<file path="src/rtl/card_status_ctrl.sv">
module card_status_ctrl #(
  parameter int DEB_TICKS  = 5,
  parameter int PD_TICKS   = 2,
  parameter int WAKE_TICKS = 6,
  parameter int SUP_TICKS  = 2
) (
  input  logic clk,
  input  logic rst_n,
  input  logic ms_tick,
  input  logic card_pres,
  input  logic vcc_req_n,
  input  logic host_rst,
  input  logic vsel_hi,
  input  logic sup_good,
  input  logic flt_ocur,
  input  logic flt_uv,
  input  logic flt_logic,
  output logic status_pd,
  output logic pwr_down,
  output logic act_permit,
  output logic deact_req
);

  localparam int M1   = (DEB_TICKS > WAKE_TICKS) ? DEB_TICKS : WAKE_TICKS;
  localparam int M2   = (SUP_TICKS > PD_TICKS + 1) ? SUP_TICKS : PD_TICKS + 1;
  localparam int MAXT = (M1 > M2) ? M1 : M2;
  localparam int CW   = $clog2(MAXT + 2);
  localparam logic [CW-1:0] DEB_N  = CW'(DEB_TICKS);
  localparam logic [CW-1:0] PD_N   = CW'(PD_TICKS + 1);
  localparam logic [CW-1:0] WAKE_N = CW'(WAKE_TICKS);
  localparam logic [CW-1:0] SUP_N  = CW'(SUP_TICKS);
  localparam logic [7:0]    SYNC_RST = 8'b0000_0010;

  logic [7:0] s1, s2;
  logic pres_s, req_n_s, hrst_s, vsel_s, sup_s, fault_any;

  always_ff @(posedge clk or negedge rst_n)
    if (!rst_n) begin
      s1 <= SYNC_RST;
      s2 <= SYNC_RST;
    end else begin
      s1 <= {flt_logic, flt_uv, flt_ocur, sup_good, vsel_hi, host_rst, vcc_req_n, card_pres};
      s2 <= s1;
    end

  assign pres_s    = s2[0];
  assign req_n_s   = s2[1];
  assign hrst_s    = s2[2];
  assign vsel_s    = s2[3];
  assign sup_s     = s2[4];
  assign fault_any = |s2[7:5];

  logic [CW-1:0] ins_cnt, hold_cnt, sup_cnt, pd_cnt, wake_cnt;
  logic card_ok, in_session, flt_lat;
  logic pd_cond, wake_now, sup_ok;

  assign pd_cond  = hrst_s && req_n_s && vsel_s && !in_session;
  assign wake_now = pwr_down && !hrst_s;
  assign sup_ok   = (sup_cnt == SUP_N);

  always_ff @(posedge clk or negedge rst_n)
    if (!rst_n) begin
      ins_cnt  <= '0;
      hold_cnt <= '0;
      card_ok  <= 1'b0;
    end else begin
      if (!pres_s)                           ins_cnt <= '0;
      else if (ms_tick && ins_cnt != DEB_N)  ins_cnt <= ins_cnt + 1'b1;
      if (card_ok && !pres_s)                hold_cnt <= DEB_N;
      else if (ms_tick && hold_cnt != '0)    hold_cnt <= hold_cnt - 1'b1;
      card_ok <= pres_s && (ins_cnt == DEB_N) && (hold_cnt == '0);
    end

  always_ff @(posedge clk or negedge rst_n)
    if (!rst_n)                             sup_cnt <= '0;
    else if (!sup_s)                        sup_cnt <= '0;
    else if (ms_tick && sup_cnt != SUP_N)   sup_cnt <= sup_cnt + 1'b1;

  always_ff @(posedge clk or negedge rst_n)
    if (!rst_n) begin
      pd_cnt   <= '0;
      pwr_down <= 1'b0;
      wake_cnt <= '0;
    end else begin
      if (!pd_cond || pwr_down)               pd_cnt <= '0;
      else if (ms_tick && pd_cnt != PD_N)     pd_cnt <= pd_cnt + 1'b1;
      if (wake_now)                           pwr_down <= 1'b0;
      else if (pd_cnt == PD_N)                pwr_down <= 1'b1;
      if (wake_now)                           wake_cnt <= WAKE_N;
      else if (ms_tick && wake_cnt != '0)     wake_cnt <= wake_cnt - 1'b1;
    end

  always_ff @(posedge clk or negedge rst_n)
    if (!rst_n) begin
      in_session <= 1'b0;
      flt_lat    <= 1'b0;
    end else begin
      if (req_n_s)          in_session <= 1'b0;
      else if (act_permit)  in_session <= 1'b1;
      if (req_n_s)                                     flt_lat <= 1'b0;
      else if (in_session && (fault_any || !pres_s))   flt_lat <= 1'b1;
    end

  assign act_permit = sup_ok && card_ok && !pwr_down && (wake_cnt == '0) && !fault_any;
  assign status_pd  = in_session ? flt_lat : (!card_ok || wake_cnt != '0);
  assign deact_req  = flt_lat;

endmodule


</file>
<file path="config.mk">
export PLATFORM = sky130hd
export DESIGN_NAME = card_status_ctrl
export DESIGN_NICKNAME = d
export VERILOG_FILES = /design/src/rtl/card_status_ctrl.sv
export SDC_FILE = /design/constraint.sdc
export NUM_CORES = 1
export LEC_CHECK = 0
export ABC_AREA = 1
export ABC_CLOCK_PERIOD_IN_PS = 3100
export BUFFER_PORTS_ARGS = -buffer_cell sky130_fd_sc_hd__buf_4
export CORE_ASPECT_RATIO = 1.2
export CORE_MARGIN = 3
export CORE_UTILIZATION = 60
export CTS_CLUSTER_DIAMETER = 120
export DETAILED_ROUTE_END_ITERATION = 8
export GPL_TIMING_DRIVEN = 1
export PLACE_DENSITY = 0.79
export SYNTH_ARGS = -nofsm -noshare
export SYNTH_HDL_FRONTEND = slang
export SYNTH_SLANG_ARGS = --single-unit
</file>
<file path="constraint.sdc">
create_clock -name clk -period 3.1 [get_ports clk]
set_clock_uncertainty 0.05 [all_clocks]
set_input_delay 0.465 -clock clk [delete_from_list [all_inputs] [get_ports clk]]
set_output_delay 0.465 -clock clk [all_outputs]
set_load 0.005 [all_outputs]
</file>
; After elaboration in Yosys (flattened, before gate mapping)
; Cells that the tools add are included.
[word_totals]
register_bits = 35
input_bits = 11
out_inout_bits = 4
elab_cells = 79
[classes]
n_addsub = 5
n_eq_ne = 8
mux = 17
n_reduce_logical = 38
[op_table]
columns = cell, n
row1 = two-way mux 3 bit, 10
row2 = logical AND 1 bit, 17
row3 = nonzero test 2 bit, 6
row4 = "adder 3 x 1 -> 3 bit, second input constant", 3
row5 = zero test 1 bit, 7
row6 = two-way mux 1 bit, 7
row7 = "== test 3 x 2 -> 1 bit, second input constant", 2
row8 = zero test 3 bit, 2
row9 = "inequality test 3 x 2 -> 1 bit, second input constant", 2
row10 = nonzero test 3 bit, 2
row11 = "subtractor 3 x 1 -> 3 bit, second input constant", 2
row12 = "inequality test 2 x 1 -> 1 bit, second input constant", 2
row13 = "== test 3 bit, second input constant", 1
row14 = logical OR 1 bit, 3
row15 = "inequality test 3 bit, second input constant", 1
row16 = OR reduction 3 bit, 1

; Logic depth before layout (Yosys ltp)
; Gate-level depths: netlist (run 1).
[depth]
depth_word = 7
depth_mapped = 8
ltp_nobuf = 8

; Worst setup path after synthesis (run 1)
; No wires, ideal clock.
[synth_timing]
path_kind = flip-flop to output port
startpoint = register wake_cnt[0]
endpoint = output port act_permit
t_arrival_ps = 927
required_ps = 2585
setup_slack_ps = 1658
path_stages_with_launch = 5
path_buffers = 0
path_cell_list = dfrtp_1 > inv_1 > ha_1 > nand3_1 > nor3_1
[synth_between]
elab_chain_cells = 3
[synth_rtl]
columns = element, line
row1 = "start, declared", 53  ; logic [CW-1:0] ins_cnt, hold_cnt, sup_cnt, pd_cnt, wake_cnt;
row2 = "start signal, assigned", 90  ; else if (ms_tick && wake_cnt != '0) wake_cnt <= wake_cnt - 1'b1;
row3 = zero test 3 bit, 104  ; assign act_permit = sup_ok && card_ok && !pwr_down && (wake_cnt == '0) && !fault_any;
row4 = logical AND 1 bit (2 in series), 104
row5 = "end, declared", 20  ; output logic act_permit,
; No other way between the ends.

; Worst setup path after layout (run 1)
; Same ends and word-level chain as after synthesis.

==> results of run 1 <==
==> sequential cells by signal, indices dropped and copies added (netlist names), 3 cells and up <==
signal,flops
hold_cnt,3
s2,8
ins_cnt,3
pd_cnt,3
s1,8
wake_cnt,3
sup_cnt,3
==> worst max-delay path by stage <==
stage | slack [ns] | cells after the start | from | to
6_report | 1.10 | 5 | wake_cnt[0] | act_permit
5_1_grt | 0.97 | 5 | wake_cnt[0] | act_permit
4_1_cts | 1.08 | 5 | wake_cnt[0] | act_permit
3_5_place_dp | 1.46 | 5 | wake_cnt[0] | act_permit
3_3_place_gp | 1.51 | 5 | wake_cnt[0] | act_permit
2_1_floorplan | 1.66 | 4 | wake_cnt[0] | act_permit
==> cell families (layout without fill, tap and decap cells) <==
family / Yosys count / after routing / share of synthesized area
AO/OA/AOI/OAI: 14 / 14 / 0.0658
XOR/XNOR: 2 / 2 / 0.0120
adder cells (fa/ha/maj): 10 / 10 / 0.0854
buffers and inverters: 23 / 46 / 0.0589
flip-flops: 35 / 35 / 0.599
AND/OR/NAND/NOR: 62 / 62 / 0.178
==> per-stage QoR <==
stage	total power, W	hold WS [ns]	setup WS (ns)	utilization	std cells
after floorplan	0.000712	0.119	1.66	-	146
after global placement	0.000749	0.282	1.51	0.698	191
after detailed placement	0.000777	0.285	1.46	0.698	191
after CTS	0.00106	0.165	1.08	0.734	200
after global routing	0.00112	0.156	0.974	0.734	200
final	0.00104	0.187	1.10	0.734	200
==> Yosys cell counts <==
library cell / count
dfrtp_1: 33
nand2_1: 32
inv_1: 21
nor2_1: 13
nand3_1: 12
ha_1: 10
a21oi_1: 5
o21ai_0: 4
nor3_1: 3
a21oi_4: 2
dfstp_2: 2
inv_2: 2
o21ai_1: 2
xor2_1: 2
a21oi_2: 1
nand3b_1: 1
nor3_2: 1
==> critical path, stage by stage, from the launching register on <==
cell and delay [ns]:
dfrtp_1 0.39, inv_1 0.10, ha_1 0.17, nand3_1 0.13
nor3_1 0.22, buf_4 0.14
==> placed cells by master, fill, tap and decap left out <==
cell and instances:
dfrtp_1 33, nand2_1 32, inv_1 21, buf_4 14, nor2_1 13, nand3_1 12, ha_1 10, a21oi_1 5
clkbuf_4 5, o21ai_0 4, nor3_1 3, xor2_1 2, inv_2 2, a21oi_4 2, o21ai_1 2, clkbuf_8 2
dfstp_2 2, nand3b_1 1, nor3_2 1, a21oi_2 1, clkinvlp_4 1, dlygate4sd3_1 1
==> repair_timing <==
action / 4_1_cts / 5_1_grt
setup endpoints to repair: 0 / 0
hold buffers: 1 / 0
endpoints found under the hold margin: 4 / 0
==> metal layers <==
metal  share of wire  up-vias  track usage
met4           0.018        0       0.0923
met3           0.038        6       0.0723
met2            0.54       18        0.335
met1            0.41      486        0.192
li1                -      498            -
met5               0        -            0
==> final cells by class <==
class                           count  area, µm²
Clock inverter                      1       7.51
Clock buffer                        7       65.1
Timing Repair Buffer               15        115
Fill cell                         167        614
Multi-Input combinational cell     88        500
Inverter                           23       86.3
Sequential cell                    35        878
Tap cell                           31       38.8
==> report_power, final <==
group	internal, W	switching [W]	total, W
Sequential	0.000513	0.0000284	0.000542
Clock	0.000133	0.000143	0.000275
Combinational	0.0000862	0.000139	0.000225
==> impl_metrics.csv, run 1 <==
group,metric,value,unit
final_layout,drive_above_1_share,0.178,
synthesis,synth.net_count,167,
global_routing,antenna_found_initial,0,
synthesis,syn_area_per_cell,10.0,µm²
placed_design,port_buffers,14,
job,cap_violations,0,
synthesis,syn_inst,146,
synthesis,synth_area_leaders,"dfrtp_1 56%, ha_1 8.5%, nand2_1 8.2%",
timing,post-route-period-util,0.645,
pwr,max-vdd-ir-drop,0.474,mV
final_layout,layout-area-overhead-vs-synth,15.5,%
detailed_routing,post-route-drc-count,0,
global_routing,grt_max_degree,36,
floorplan,die_area,0.00307,mm²
detailed_routing,initialDrtViolationCount,20,
run_status,outcome,"finished clean",
critical_path,critPathRequiredTime,2.58,ns
critical_path,crit_arrival,1.48,ns
critical_path,path_class,"reg -> out",
clock_tree,clock_latency,0.33,ns
global_routing,grt_use_total,0.189,
final_layout,finalInstanceArea,0.00169,mm²
critical_path,r2r_start,"pd_cnt[0]",
floorplan,num_rows,19,
clock_tree,cts_resized,0,
synthesis,yosysTopAreaCell,"dfrtp_1",
critical_path,timing.reg2reg.setup_slack,1.71,ns
timing,setup_viol,0,
floorplan,start_util,0.635,
detailed_routing,postRouteAntennaNets,0,
critical_path,rr_endpoint,"pd_cnt[0]",
synthesis,ys_types,17,
min_path,hold_start,"sup_good",
global_routing,grt-ovfl-total,0,
clock_tree,htree_levels,2,
floorplan,die_h,60.1,µm
timing,rsz0062_at_grt,"no",
clock_tree,clock_path_buffers,2,
detailed_routing,wirelength,2280,µm
critical_path,path_max_fanout,3,
final_layout,nNetsFinal,189,
detailed_routing,firstDrtPassIters,4,
detailed_routing,via_per_inst,5.04,
pwr,leakage,0.879,nW
synthesis,synth_top_area_frac,0.564,
final_layout,diodes,0,
clock_tree,cts.clk_slew.worst_paths,0.10,ns
global_routing,grt_pass1_wl,4150,µm
clock_tree,cts_setup_buffers,0,
timing,finalCriticalPeriod,2.00,ns
detailed_routing,wl_per_cell,11.4,µm
critical_path,r2r_cells,6,
critical_path,cp-end-kind,"primary output",
synthesis,ys_seq_area_frac,0.599,
clock_tree,cts_root_buffer,"clkbuf_4",
timing,report.final.slew_viol_count,0,
clock_tree,numCtsBuffers,5,
timing,tightest_slew,0.413,ns
timing,setup_tns,0,ns
placed_design,gp_congestion,0.791,
pwr,powerDensity,616,mW/mm²
timing,relSlewSlack,0.725,
critical_path,startpoint_type,"register",
global_routing,grt_pass1_vias,1024,
detailed_routing,vias,1008,
floorplan,core,0.00231,mm²
min_path,min_path_cells,1,
synthesis,ys_warn_count,0,
synthesis,synth_area,0.00147,mm²
min_path,min_to,"s1[4]",
clock_tree,cts_tree,"built",
floorplan,die_w,51.1,µm
floorplan,num_io_pins,15,
clock_tree,cts.sinks,35,
timing,max_clock_freq,0.500,GHz
timing,finalHoldViolCount,0,
synthesis,synth_seq_cells,35,
min_path,worstHoldPathType,"in -> reg",
placed_design,place_area,0.00161,mm²
placed_design,dp_hpwl,1730,µm
(Power assumes the default switching activity.)
==> inputs of run 2 (changes only) <==
- ABC_CLOCK_PERIOD_IN_PS: 3100 -> 2000
- CORE_UTILIZATION: 60 -> 56
- PLACE_DENSITY: 0.79 -> 0.74
- clock period: 3.1 -> 2 ns (I/O delays scaled with it)
==> run 2 against run 1 <==
Critical path depth unchanged. Global-route usage is 1.1 points lower. Count of clock-buffer cells in the layout down 1. Register-to-register slack worse by 1.1 ns. Sequential power increased by 55%. Setup slack got worse by 0.91 ns. Core utilization down 0.35 points. Critical endpoint unchanged.
==> impl_metrics.csv, run 2 (synthesized netlist as in run 1, its figures left out) <==
group,metric,value,unit
global_routing,grt_pass1_wl,3960,µm
clock_tree,cts.clk_slew.worst_paths,0.11,ns
critical_path,r2r_cells,7,
final_layout,seq_area,878,µm²
final_layout,multi_input_comb_area,500,µm²
pwr,internal-power,0.00108,W
floorplan,die_area,0.00327,mm²
detailed_routing,wirelength,2450,µm
timing,finalHoldViolCount,0,
clock_tree,clock_path_buffers,2,
critical_path,path_max_fanout,3,
run_status,outcome,"finished clean",
timing,finalCriticalPeriod,1.81,ns
final_layout,layout-area-overhead-vs-synth,19.6,%
critical_path,startpoint_type,"register",
placed_design,port_buffers,14,
critical_path,critPathRequiredTime,1.65,ns
clock_tree,clock_latency,0.33,ns
clock_tree,numCtsBuffers,5,
detailed_routing,wl_per_cell,11.8,µm
floorplan,num_io_pins,15,
global_routing,grt_max_degree,36,
global_routing,grt-ovfl-total,0,
global_routing,grt_use_total,0.178,
final_layout,fillCellCount,173,
floorplan,core,0.00240,mm²
final_layout,diodes,0,
global_routing,antenna_found_initial,0,
critical_path,r2r_start,"pd_cnt[0]",
final_layout,drive_above_1_share,0.164,
job,cap_violations,0,
timing,report.final.slew_viol_count,0,
pwr,share_comb_of_total_power,0.229,
critical_path,cp-end-kind,"primary output",
timing,max_clock_freq,0.552,GHz
detailed_routing,vias,1026,
pwr,max-vdd-ir-drop,0.686,mV
clock_tree,cts_tree,"built",
floorplan,start_util,0.610,
timing,tightest_slew,0.425,ns
timing,setup_viol,0,
final_layout,final_cell_mix,"33 x dfrtp_1, 32 x nand2_1, 21 x inv_1",
timing,setup_tns,0,ns
min_path,hold_start,"ms_tick",
final_layout,nNetsFinal,197,
detailed_routing,initialDrtViolationCount,16,
pwr,seqPwrFrac,0.537,
final_layout,top_regs,"s1 x8, s2 x8",
detailed_routing,post-route-drc-count,0,
timing,post-route-period-util,0.905,
pwr,power_frac_clock,0.234,
placed_design,dp_hpwl,1740,µm
placed_design,gp_congestion,0.762,
clock_tree,cts_root_buffer,"clkbuf_4",
clock_tree,cts_resized,0,
critical_path,path_class,"reg -> out",
detailed_routing,firstDrtPassIters,4,
critical_path,timing.reg2reg.setup_slack,0.59,ns
clock_tree,htree_levels,2,
critical_path,crit_arrival,1.46,ns
timing,rsz0062_at_grt,"no",
min_path,worstHoldPathType,"in -> reg",
pwr,p_sw,0.000485,W
detailed_routing,postRouteAntennaNets,0,
pwr,leakage,0.904,nW
floorplan,die_h,62.0,µm
global_routing,grt_pass1_vias,974,
floorplan,num_rows,19,
pwr,p_sw_frac,0.311,
detailed_routing,via_per_inst,4.93,
floorplan,die_w,52.7,µm
pwr,powerDensity,891,mW/mm²
final_layout,final_common_cell,"dfrtp_1",
final_layout,final_core_utilization,0.730,
min_path,min_path_cells,3,
clock_tree,cts.sinks,35,
critical_path,startpoint,"wake_cnt[0]",
timing,relSlewSlack,0.717,
## run 2: changes by cell type in the layout (fill, tap and decap cells not counted)
cell,delta
dlygate4sd3_1,+8
clkbuf_8,-2
clkbuf_1,+1
clkinv_2,+1
## run 2: cell type report
type                    count  share of cell area
clock buffers               6              0.0236
clock inverters             2             0.00714
inverters                  23              0.0493
multi-input cells          88               0.286
flip-flops and latches     35               0.501
well taps                  31              0.0221
repair buffers             23               0.111
## run 2: power by group through the flow
stage | registers [W] | logic, W | clock network, W
detailed placement | 0.000853 | 0.000350 | 0
global placement | 0.000848 | 0.000314 | 0
global route | 0.000849 | 0.000414 | 0.000413
CTS | 0.000840 | 0.000362 | 0.000386
finish | 0.000838 | 0.000358 | 0.000365
floorplan | 0.000842 | 0.000261 | 0
## run 2: path summary, 6_finish.rpt
kind,end
max,act_permit
min,sup_cnt[0]
max reg2reg,pd_cnt[2]
min reg2reg,s2[6]
max in group asynchronous,s1[1]
min in group asynchronous,sup_cnt[2]
## run 2: repair_timing
item                                    CTS  global route
setup buffers                             0             0
endpoints found under the hold margin    39             2
endpoints found under the setup margin    0             0
hold buffers                              7             2
## run 2: worst max-delay path, cell delays in order, from the launching register on
cell and delay (ns):
dfrtp_1 0.39, inv_1 0.09, ha_1 0.17, nand3_1 0.12, nor3_1 0.21, buf_4 0.14
## run 2: metal layers
metal  track usage  part of all wire  up-vias
li1              -                 -      515
met1         0.177              0.43      490
met2         0.319              0.51       15
met3        0.0716             0.036        6
met4        0.0876             0.019        0
met5             0                 0        -
## run 2: through the flow
step	hold WS, ns	cells	setup WS, ns	power, W	instance area [µm²]
finish	0.249	208	0.190	0.00156	1750
global route	0.238	208	0.0101	0.00168	1750
CTS	0.000619	206	0.174	0.00159	1730
detailed placement	0.220	191	0.570	0.00120	1610
global placement	0.215	191	0.590	0.00116	1610
floorplan	-0.0456	146	0.723	0.00110	1470
